<file path="src/rtl/sd_pkg.sv">
package sd_pkg;
  localparam int CNT_W = 16;
  localparam logic [CNT_W-1:0] CNT_MAX = '1;

  typedef enum logic [2:0] {
    A_WIN      = 3'd0,
    A_THR_HI   = 3'd1,
    A_THR_LO   = 3'd2,
    A_CTRL     = 3'd3,
    A_TALLY_HI = 3'd4,
    A_TALLY_LO = 3'd5
  } reg_addr_e;

  function automatic logic [CNT_W-1:0] sat_add(input logic [CNT_W-1:0] a,
                                               input logic [CNT_W-1:0] b);
    logic [CNT_W:0] s;
    s = {1'b0, a} + {1'b0, b};
    return s[CNT_W] ? CNT_MAX : s[CNT_W-1:0];
  endfunction

  function automatic logic [3:0] ones8(input logic [7:0] v);
    logic [3:0] n;
    n = '0;
    for (int i = 0; i < 8; i++) n = n + {3'b0, v[i]};
    return n;
  endfunction
endpackage

</file>
<file path="src/rtl/sd_weight.sv">
module sd_weight #(
  parameter int NUM_B2 = 12,
  parameter int W_W    = $clog2(NUM_B2 * 8 + 1)
) (
  input  logic [NUM_B2*8-1:0] err,
  input  logic                per_bit,
  output logic [W_W-1:0]      weight
);
  logic [3:0]        lane_bits [NUM_B2];
  logic [NUM_B2-1:0] lane_hit;

  for (genvar g = 0; g < NUM_B2; g++) begin : g_lane
    assign lane_bits[g] = sd_pkg::ones8(err[8*g +: 8]);
    assign lane_hit[g]  = |err[8*g +: 8];
  end

  always_comb begin
    weight = '0;
    for (int i = 0; i < NUM_B2; i++) begin
      if (per_bit) weight = weight + W_W'(lane_bits[i]);
      else         weight = weight + W_W'(lane_hit[i]);
    end
  end
endmodule

</file>
<file path="src/rtl/sd_sec_timer.sv">
module sd_sec_timer #(
  parameter int WIN_W = 8
) (
  input  logic             clk,
  input  logic             rst_n,
  input  logic             restart,
  input  logic             tick,
  input  logic [WIN_W-1:0] win,
  output logic             boundary
);
  logic [WIN_W-1:0] sec_cnt;
  logic [WIN_W-1:0] eff_win;

  assign eff_win  = (win == '0) ? WIN_W'(1) : win;
  assign boundary = tick && !restart &&
                    (({1'b0, sec_cnt} + 1'b1) >= {1'b0, eff_win});

  always_ff @(posedge clk or negedge rst_n) begin
    if (!rst_n)        sec_cnt <= '0;
    else if (restart)  sec_cnt <= '0;
    else if (boundary) sec_cnt <= '0;
    else if (tick)     sec_cnt <= sec_cnt + 1'b1;
  end

  AST_SEC_BELOW_WIN: assert property (@(posedge clk) disable iff (!rst_n)
    sec_cnt < eff_win) else $error("seconds count past window");
endmodule

</file>
<file path="src/rtl/sd_tally.sv">
module sd_tally #(
  parameter int W_W = 7
) (
  input  logic                     clk,
  input  logic                     rst_n,
  input  logic                     frame,
  input  logic [W_W-1:0]           weight,
  input  logic                     boundary,
  input  logic                     restart,
  input  logic [sd_pkg::CNT_W-1:0] thr,
  output logic [sd_pkg::CNT_W-1:0] tally,
  output logic                     defect,
  output logic                     change
);
  import sd_pkg::*;

  logic [CNT_W-1:0] base, sum, tally_nxt;
  logic             set_evt, clr_evt, defect_nxt;

  always_comb begin
    base       = boundary ? '0 : tally;
    sum        = sat_add(base, CNT_W'(weight));
    set_evt    = frame && !restart && (sum >= thr);
    clr_evt    = boundary && defect && (tally < thr);
    defect_nxt = set_evt | (defect & ~clr_evt);
    if (restart)       tally_nxt = '0;
    else if (frame)    tally_nxt = sum;
    else if (boundary) tally_nxt = '0;
    else               tally_nxt = tally;
  end

  assign change = defect_nxt != defect;

  always_ff @(posedge clk or negedge rst_n) begin
    if (!rst_n) begin
      tally  <= '0;
      defect <= 1'b0;
    end else begin
      tally  <= tally_nxt;
      defect <= defect_nxt;
    end
  end

  AST_TALLY_MONO: assert property (@(posedge clk) disable iff (!rst_n)
    (!restart && !boundary) |=> tally >= $past(tally)) else $error("tally fell");
  AST_SAT_HOLD: assert property (@(posedge clk) disable iff (!rst_n)
    (tally == CNT_MAX && !restart && !boundary) |=> tally == CNT_MAX) else $error("tally wrapped");
  AST_DECLARE: assert property (@(posedge clk) disable iff (!rst_n)
    (frame && !restart && !boundary && tally >= thr) |=> defect) else $error("missed declare");
  AST_CLEAR: assert property (@(posedge clk) disable iff (!rst_n)
    (boundary && !restart && !frame && tally < thr) |=> !defect) else $error("missed clear");
endmodule

</file>
<file path="src/rtl/sd_defect_detector.sv">
module sd_defect_detector #(
  parameter int NUM_B2 = 12,
  parameter int WIN_W  = 8
) (
  input  logic                clk,
  input  logic                rst_n,
  input  logic                frame_valid,
  input  logic [NUM_B2*8-1:0] b2_err,
  input  logic                sec_tick,
  input  logic                reg_wr,
  input  logic [2:0]          reg_addr,
  input  logic [7:0]          reg_wdata,
  output logic [7:0]          reg_rdata,
  output logic                defect,
  output logic                irq
);
  import sd_pkg::*;

  localparam int W_W = $clog2(NUM_B2 * 8 + 1);
  localparam logic [WIN_W-1:0] WIN_RST = WIN_W'(167);
  localparam logic [CNT_W-1:0] THR_RST = CNT_W'(104);

  logic [WIN_W-1:0] win_q;
  logic [7:0]       thr_hi_q, thr_lo_q;
  logic             mode_bit_q, irq_en_q, sticky_q;
  logic [CNT_W-1:0] tally;
  logic [W_W-1:0]   weight;
  logic             boundary, change, cfg_wr, ctrl_wr;

  assign cfg_wr  = reg_wr && (reg_addr == A_WIN || reg_addr == A_THR_HI ||
                              reg_addr == A_THR_LO);
  assign ctrl_wr = reg_wr && (reg_addr == A_CTRL);

  always_ff @(posedge clk or negedge rst_n) begin
    if (!rst_n) begin
      win_q      <= WIN_RST;
      thr_hi_q   <= THR_RST[15:8];
      thr_lo_q   <= THR_RST[7:0];
      mode_bit_q <= 1'b1;
      irq_en_q   <= 1'b0;
    end else if (reg_wr) begin
      case (reg_addr)
        A_WIN:    win_q    <= WIN_W'(reg_wdata);
        A_THR_HI: thr_hi_q <= reg_wdata;
        A_THR_LO: thr_lo_q <= reg_wdata;
        A_CTRL: begin
          mode_bit_q <= reg_wdata[0];
          irq_en_q   <= reg_wdata[1];
        end
        default: ;
      endcase
    end
  end

  always_ff @(posedge clk or negedge rst_n) begin
    if (!rst_n)                      sticky_q <= 1'b0;
    else if (change)                 sticky_q <= 1'b1;
    else if (ctrl_wr && reg_wdata[2]) sticky_q <= 1'b0;
  end

  sd_weight #(.NUM_B2(NUM_B2), .W_W(W_W)) u_weight (
    .err(b2_err), .per_bit(mode_bit_q), .weight(weight)
  );

  sd_sec_timer #(.WIN_W(WIN_W)) u_timer (
    .clk(clk), .rst_n(rst_n), .restart(cfg_wr), .tick(sec_tick),
    .win(win_q), .boundary(boundary)
  );

  sd_tally #(.W_W(W_W)) u_tally (
    .clk(clk), .rst_n(rst_n), .frame(frame_valid), .weight(weight),
    .boundary(boundary), .restart(cfg_wr), .thr({thr_hi_q, thr_lo_q}),
    .tally(tally), .defect(defect), .change(change)
  );

  assign irq = sticky_q & irq_en_q;

  always_comb begin
    case (reg_addr)
      A_WIN:      reg_rdata = 8'(win_q);
      A_THR_HI:   reg_rdata = thr_hi_q;
      A_THR_LO:   reg_rdata = thr_lo_q;
      A_CTRL:     reg_rdata = {4'b0, defect, sticky_q, irq_en_q, mode_bit_q};
      A_TALLY_HI: reg_rdata = tally[15:8];
      A_TALLY_LO: reg_rdata = tally[7:0];
      default:    reg_rdata = 8'h00;
    endcase
  end

  AST_WEIGHT_RANGE: assert property (@(posedge clk) disable iff (!rst_n)
    weight <= (mode_bit_q ? W_W'(NUM_B2 * 8) : W_W'(NUM_B2))) else $error("weight range");
  AST_STICKY_ON_CHANGE: assert property (@(posedge clk) disable iff (!rst_n)
    change |=> sticky_q) else $error("sticky not set");
  AST_RESTART_ZERO: assert property (@(posedge clk) disable iff (!rst_n)
    cfg_wr |=> tally == '0) else $error("restart kept tally");
endmodule

</file>
<file path="config.mk">
export PLATFORM = sky130hd
export DESIGN_NAME = sd_defect_detector
export DESIGN_NICKNAME = d
export VERILOG_FILES = /design/src/rtl/sd_pkg.sv /design/src/rtl/sd_weight.sv /design/src/rtl/sd_sec_timer.sv /design/src/rtl/sd_tally.sv /design/src/rtl/sd_defect_detector.sv
export SDC_FILE = /design/constraint.sdc
export NUM_CORES = 1
export LEC_CHECK = 0
export BUFFER_PORTS_ARGS = -buffer_cell sky130_fd_sc_hd__buf_2
export CORE_MARGIN = 3
export CORE_UTILIZATION = 55
export CTS_CLUSTER_DIAMETER = 100
export CTS_CLUSTER_SIZE = 10
export DETAILED_ROUTE_END_ITERATION = 10
export PLACE_DENSITY = 0.82
export SYNTH_ARGS = -nofsm -noshare
export SYNTH_HDL_FRONTEND = slang
export SYNTH_SLANG_ARGS = --single-unit
</file>
<file path="constraint.sdc">
create_clock -name clk -period 15.92 [get_ports clk]
set_clock_uncertainty 0.15 [all_clocks]
set_input_delay 3.184 -clock clk [delete_from_list [all_inputs] [get_ports clk]]
set_output_delay 3.184 -clock clk [all_outputs]
set_load 0.05 [all_outputs]
</file>
==> flow_summary_export.csv, run 1 <==
group,metric,value,unit
run_status,outcome,"finished clean",
finish,diodes,0,
synthesis,syn_area,9010,µm²
clock_tree,clock_insertion_delay_worst_skew,0.30,ns
clock_tree,clk_pin_slew,0.08,ns
synthesis,synthesis.nets,1378,
clock_tree,cts_tree,"yes",
routing,wirelength,20.1,mm
synthesis,ys_ff_latch,52,
sta,setup_viol,0,
placement,dp_hpwl,16.3,mm
setup_path,crit_top_cell,"ha_1",
sta,drv_slew,0,
grt,antenna_found_initial,0,
routing,drt_first_pass_iters,5,
clock_tree,cts_buffer_depth,2,
floorplan,die_area,18000,µm²
finish,syn_to_final_growth,13.8,%
synthesis,ys_types,72,
hold_path,hold_path.class,"reg -> reg",
setup_path,crit_type,"in -> reg",
grt,grt_max_degree,60,
synthesis,postSynthCellCount,1067,
synthesis,synth-main-ff-cell,"dfrtp_1",
setup_path,critPathCaptureType,"flip-flop",
clock_tree,cts_buffers,5,
placement,dp_slack,-0.369,ns
grt,grt_overflow_total,0,
grt,grt_use_met2,0.388,
finish,nNetsFinal,1505,
clock_tree,cts_sinks,52,
synthesis,synth_top_area_share,0.193,
floorplan,fp-row-count,46,
setup_path,required,15.96,ns
routing,drtIter0Drc,414,
setup_path,worst_path_largest_cell_delay,0.52,ns
run,maxCapViolations,0,
sta,fin_crit,15.49,ns
sta,worst_pin_slew,0.983,ns
placement,portBuffers,121,
clock_tree,cts-root-buf,"clkbuf_16",
synthesis,synth-async-reset-ratio,1.00,
setup_path,cp_max_fo,4,
synthesis,synth_area_per_cell,8.44,µm²
synthesis,ys_seq_area_frac,0.146,
sta,max-slew-margin-rel,0.344,
routing,drc,0,
setup_path,start_kind,"primary input",
finish,drive_gt1_frac,0.191,
grt,grtUsageMet3,0.0330,
sta,period_share,0.973,
floorplan,ios,122,
grt,busiest_layer,"met2",
synthesis,yosysTopAreaCell,"ha_1",
sta,setup_ws,0.429,ns
synthesis,synth_enable_flop_cells,0,
grt,met1_usage,0.301,
grt,grt_usage,0.224,
clock_tree,htreeDepth,2,
grt,grt_pass1_wl,34.4,mm
floorplan,core_area,15900,µm²
floorplan,die_w,134,µm
placement,gp_congestion,0.964,
floorplan,die_h,134,µm
routing,post_drt_wl_per_cell,14.3,µm
synthesis,yosys_warnings,0,
setup_path,cp.arrival,15.53,ns
sta,max_freq,64.6,MHz
sta,fin_hold_ws,0.376,ns
synthesis,synth_area_leaders,"ha_1 (19%), fa_1 (13%), dfrtp_1 (12%)",
routing,ant_nets,0,
routing,drt-vias-per-instance,5.52,
sta,hold_viol_final,0,
floorplan,start_util,0.565,
finish,finish.utilization,0.643,
grt,grt_pass1_vias,7785,
setup_path,worst_path_max_delay_cell,"fa_1",
routing,vias,7785,
==> worst max-delay path: cells and delay by family <==
kind            cells  cell delay (ns)
fa+ha+maj          18             6.36
compound gates     15             2.52
xor+xnor            9             1.43
simple gates        8             1.39
buf+inv             8             0.53
mux                 1             0.11
==> cell type report <==
type                       instances  area [µm²]
fill                            1354        5690
clock inverter                     3        47.5
sequential                        52        1310
tap                              216         270
clock buffer                       5         125
timing repair buffer             148         808
multi-input combinational        794        6970
inverter                         193         724
==> synth_stat cells (3+ instances only) <==
cell type and count:
nand2_1 76, fa_1 60, nor4_1 16, nand3_1 23, nor2b_1 22, inv_1 192
a22oi_1 10, a21oi_1 61, nand4_1 5, clkbuf_1 21, mux4_2 5, dfstp_2 9
and2_1 25, o21ai_1 4, nor3_1 8, nor2_1 49, buf_2 3, xor2_1 21
ha_1 139, a211oi_1 7, dfrtp_1 43, o21bai_1 5, o21ai_0 52, mux2i_1 8
nand2b_1 10, mux2_2 5, xnor2_4 3, and3_1 14, a32o_1 4, o22ai_1 3
a22o_1 6, nor3b_1 3, nor4b_1 13, o211ai_1 6, a21o_1 45, a21oi_2 4
buf_1 3, xnor2_1 40
==> metrics by stage <==
stage / cell area (µm²) / setup TNS, ns / std cells
after floorplan: 9010 / 0 / 1067
final: 10300 / 0 / 1411
after global placement: 9890 / -0.0696 / 1392
after CTS: 10100 / 0 / 1400
after global routing: 10300 / -0.281 / 1411
after detailed placement: 9890 / -0.541 / 1392
==> sequential cells by signal, indices dropped and copies added (netlist names) <==
| name | count |
|---|---|
| u_timer.sec_cnt | 8 |
| u_tally.tally | 16 |
| sticky_q | 1 |
| thr_lo_q | 8 |
| irq_en_q | 1 |
| mode_bit_q | 1 |
| thr_hi_q | 8 |
| win_q | 8 |
| u_tally.defect | 1 |
==> cells by family (layout without fill, tap and decap cells) <==
family                   after synthesis  in the layout  share of synthesized area
XOR/XNOR                              67             67                     0.0747
multiplexers                          19             19                     0.0293
AND/OR/NAND/NOR                      279            279                      0.163
flip-flops                            52             52                      0.146
buffers and inverters                221            349                     0.0933
AO/OA/AOI/OAI                        230            230                      0.167
adder cells (fa/ha/maj)              199            199                      0.326
==> per-layer routing <==
metal | share of wire | vias to the layer above
li1 | - | 3857
met1 | 0.43 | 3651
met2 | 0.49 | 241
met3 | 0.066 | 36
met4 | 0.016 | 0
met5 | 0 | -
==> worst paths after layout <==
kind | start | endpoint | slack, ns | cells after the start
max in group asynchronous | rst_n | u_tally.defect | 12.30 | 2
max | b2_err[1] | sticky_q | 0.43 | 59
max reg2reg | mode_bit_q | sticky_q | 4.14 | 52
min | u_timer.sec_cnt[4] | u_timer.sec_cnt[4] | 0.38 | 1
min reg2reg | u_timer.sec_cnt[4] | u_timer.sec_cnt[4] | 0.38 | 1
min in group asynchronous | rst_n | win_q[4] | 2.85 | 2
==> timing repair <==
action,CTS,global route
pin swaps,0,51
setup buffers,0,11
gates resized for setup,1,26
hold buffers,0,0
setup endpoints to repair,1,2
==> placed cells by master, fill, tap and decap left out, types with 13 or more instances in the layout <==
cell type and instances:
xnor2_1 39, dfrtp_1 43, nor2b_1 21, a21oi_2 13, nor4b_1 13, and2_1 25, o21ai_0 51, nand2_1 76
xor2_1 20, nand3_1 23, a21oi_1 52, buf_2 121, fa_1 57, buf_4 27, inv_1 189, a21o_1 45
and3_1 13, nor2_1 48, nor4_1 16, ha_1 137
Power of run 1 is left out: the tool's default activity adds up to more than one toggle a clock period on the data nets, which glitch-free logic cannot reach.
==> inputs of run 2 (changes only) <==
==> constraint.sdc (replaced) <==
create_clock -name clk -period 18.67 [get_ports clk]
set_clock_uncertainty 0.15 [all_clocks]
set_input_delay 3.734 -clock clk [delete_from_list [all_inputs] [get_ports clk]]
set_output_delay 3.734 -clock clk [all_outputs]
set_load 0.05 [all_outputs]
==> run 2 against run 1 <==
Clock-buffer cell count rose by 1. Register-to-register slack gained 2.0 ns. Final cell count is 1.6% lower. Routed wire length fell by 1.6%. Final area down 3.0%. Critical path depth fell by 11. Hold slack improved by 0.017 ns. Non-clock buffer count is 23 lower. First-iteration DRC count rose by 18%. Global-route usage increased by 0.060 points.
==> flow_summary_export.csv, run 2 (synthesis results as in run 1) <==
group,metric,value,unit
routing,vias,7625,
floorplan,die_w,134,µm
finish,regArea,1310,µm²
sta,worst_pin_slew,0.925,ns
floorplan,die_h,134,µm
placement,portBuffers,121,
finish,post-route-cell-area,9950,µm²
floorplan,ios,122,
placement,dp_hpwl,16.5,mm
sta,setup_viol,0,
finish,drive_gt1_frac,0.153,
setup_path,required,18.70,ns
floorplan,core_area,15900,µm²
finish,n_fill_cell,1376,
sta,drv_slew,0,
clock_tree,cts_setup_buffers,0,
sta,finalSetupTns,0,ns
routing,drt-vias-per-instance,5.49,
finish,nNetsFinal,1482,
grt,grt_usage,0.224,
setup_path,reg2reg_slack,6.14,ns
setup_path,ff2ff_path_depth,41,
sta,fin_crit,16.80,ns
routing,drc,0,
routing,drt_first_pass_iters,7,
sta,hold_viol_final,0,
setup_path,reg2reg_from,"mode_bit_q",
placement,gp_congestion,0.926,
sta,rsz0062_at_grt,"false",
sta,period_share,0.900,
floorplan,fp-row-count,46,
clock_tree,clock_insertion_delay_worst_skew,0.30,ns
grt,grt_max_degree,53,
finish,top_register,"u_tally.tally",
setup_path,critPathCaptureType,"flip-flop",
clock_tree,htreeDepth,2,
clock_tree,cts_buffer_depth,2,
setup_path,crit_top_cell,"fa_1",
setup_path,worst_path_max_delay_cell,"fa_1",
sta,max-slew-margin-rel,0.383,
finish,largest_register_ffs,16,
finish,diodes,0,
run_status,outcome,"finished clean",
setup_path,cp_max_fo,9,
grt,grt_overflow_total,0,
sta,max_freq,59.5,MHz
grt,grt_pass1_wl,34.4,mm
hold_path,hold_path.class,"reg -> reg",
placement,postPlaceCellArea,9800,µm²
run,maxCapViolations,0,
clock_tree,cts_tree,"yes",
setup_path,rr_endpoint,"sticky_q",
setup_path,cp.arrival,16.82,ns
floorplan,start_util,0.565,
grt,grt_pass1_vias,7671,
clock_tree,cts_hold_buf,0,
clock_tree,cts-root-buf,"clkbuf_16",
setup_path,endpoint,"sticky_q",
clock_tree,cts_buffers,5,
sta,fin_hold_ws,0.393,ns
setup_path,start_kind,"primary input",
finish,syn_to_final_growth,10.5,%
grt,antenna_found_initial,0,
finish,final_cell_mix,"inv_1 (192), ha_1 (139), buf_2 (121)",
routing,post_drt_wl_per_cell,14.3,µm
setup_path,crit_type,"in -> reg",
finish,mostFrequentLayoutCell,"inv_1",
routing,wirelength,19.8,mm
clock_tree,cts_sinks,52,
setup_path,critPathLaunch,"b2_err[0]",
clock_tree,cts_resized,0,
finish,multi_input_area,6860,µm²
floorplan,die_area,18000,µm²
clock_tree,clk_pin_slew,0.08,ns
routing,drtIter0Drc,490,
setup_path,worst_path_largest_cell_delay,0.59,ns
routing,ant_nets,0,
[run 2: per-layer routing]
layer | global-route usage | up-vias | part of all wire
met5 | 0 | - | 0
li1 | - | 3810 | -
met3 | 0.0296 | 27 | 0.064
met1 | 0.305 | 3567 | 0.44
met2 | 0.386 | 221 | 0.48
met4 | 0.0434 | 0 | 0.012
[run 2: how the worst min path moves through the flow]
stage | from | endpoint | slack [ns] | cells past startpoint
2_1_floorplan | sticky_q | sticky_q | 0.34 | 1
3_3_place_gp | u_timer.sec_cnt[4] | u_timer.sec_cnt[4] | 0.37 | 1
3_5_place_dp | u_timer.sec_cnt[4] | u_timer.sec_cnt[4] | 0.37 | 1
4_1_cts | u_timer.sec_cnt[4] | u_timer.sec_cnt[4] | 0.39 | 1
5_1_grt | u_timer.sec_cnt[4] | u_timer.sec_cnt[4] | 0.42 | 1
6_report | u_timer.sec_cnt[4] | u_timer.sec_cnt[4] | 0.39 | 1
[run 2: area by class of cell]
cell class | count | area share
multi-input cells | 794 | 0.689
flip-flops and latches | 52 | 0.132
inverters | 193 | 0.0728
repair buffers | 125 | 0.0639
well taps | 216 | 0.0272
clock buffers | 6 | 0.0140
clock inverters | 2 | 0.00151
[run 2: stage by stage]
| step | utilization | setup WS (ns) | instances |
|---|---|---|---|
| after floorplan | - | 2.24 | 1067 |
| after detailed placement | 0.615 | 1.56 | 1380 |
| after global placement | 0.615 | 1.81 | 1380 |
| after global routing | 0.624 | 1.06 | 1388 |
| after CTS | 0.624 | 1.85 | 1388 |
| final | 0.624 | 1.87 | 1388 |
[run 2: worst max-delay path: cells and delay by family]
kind,cells,cell delay [ns]
and+or+nand+nor,7,1.57
AOI/OAI and AO/OA,14,2.49
muxes,1,0.11
xor gates and xnor gates,1,0.13
buffers and inverters,7,0.48
adders and majority gates,18,8.29
Power of run 2 is left out for the same reason.
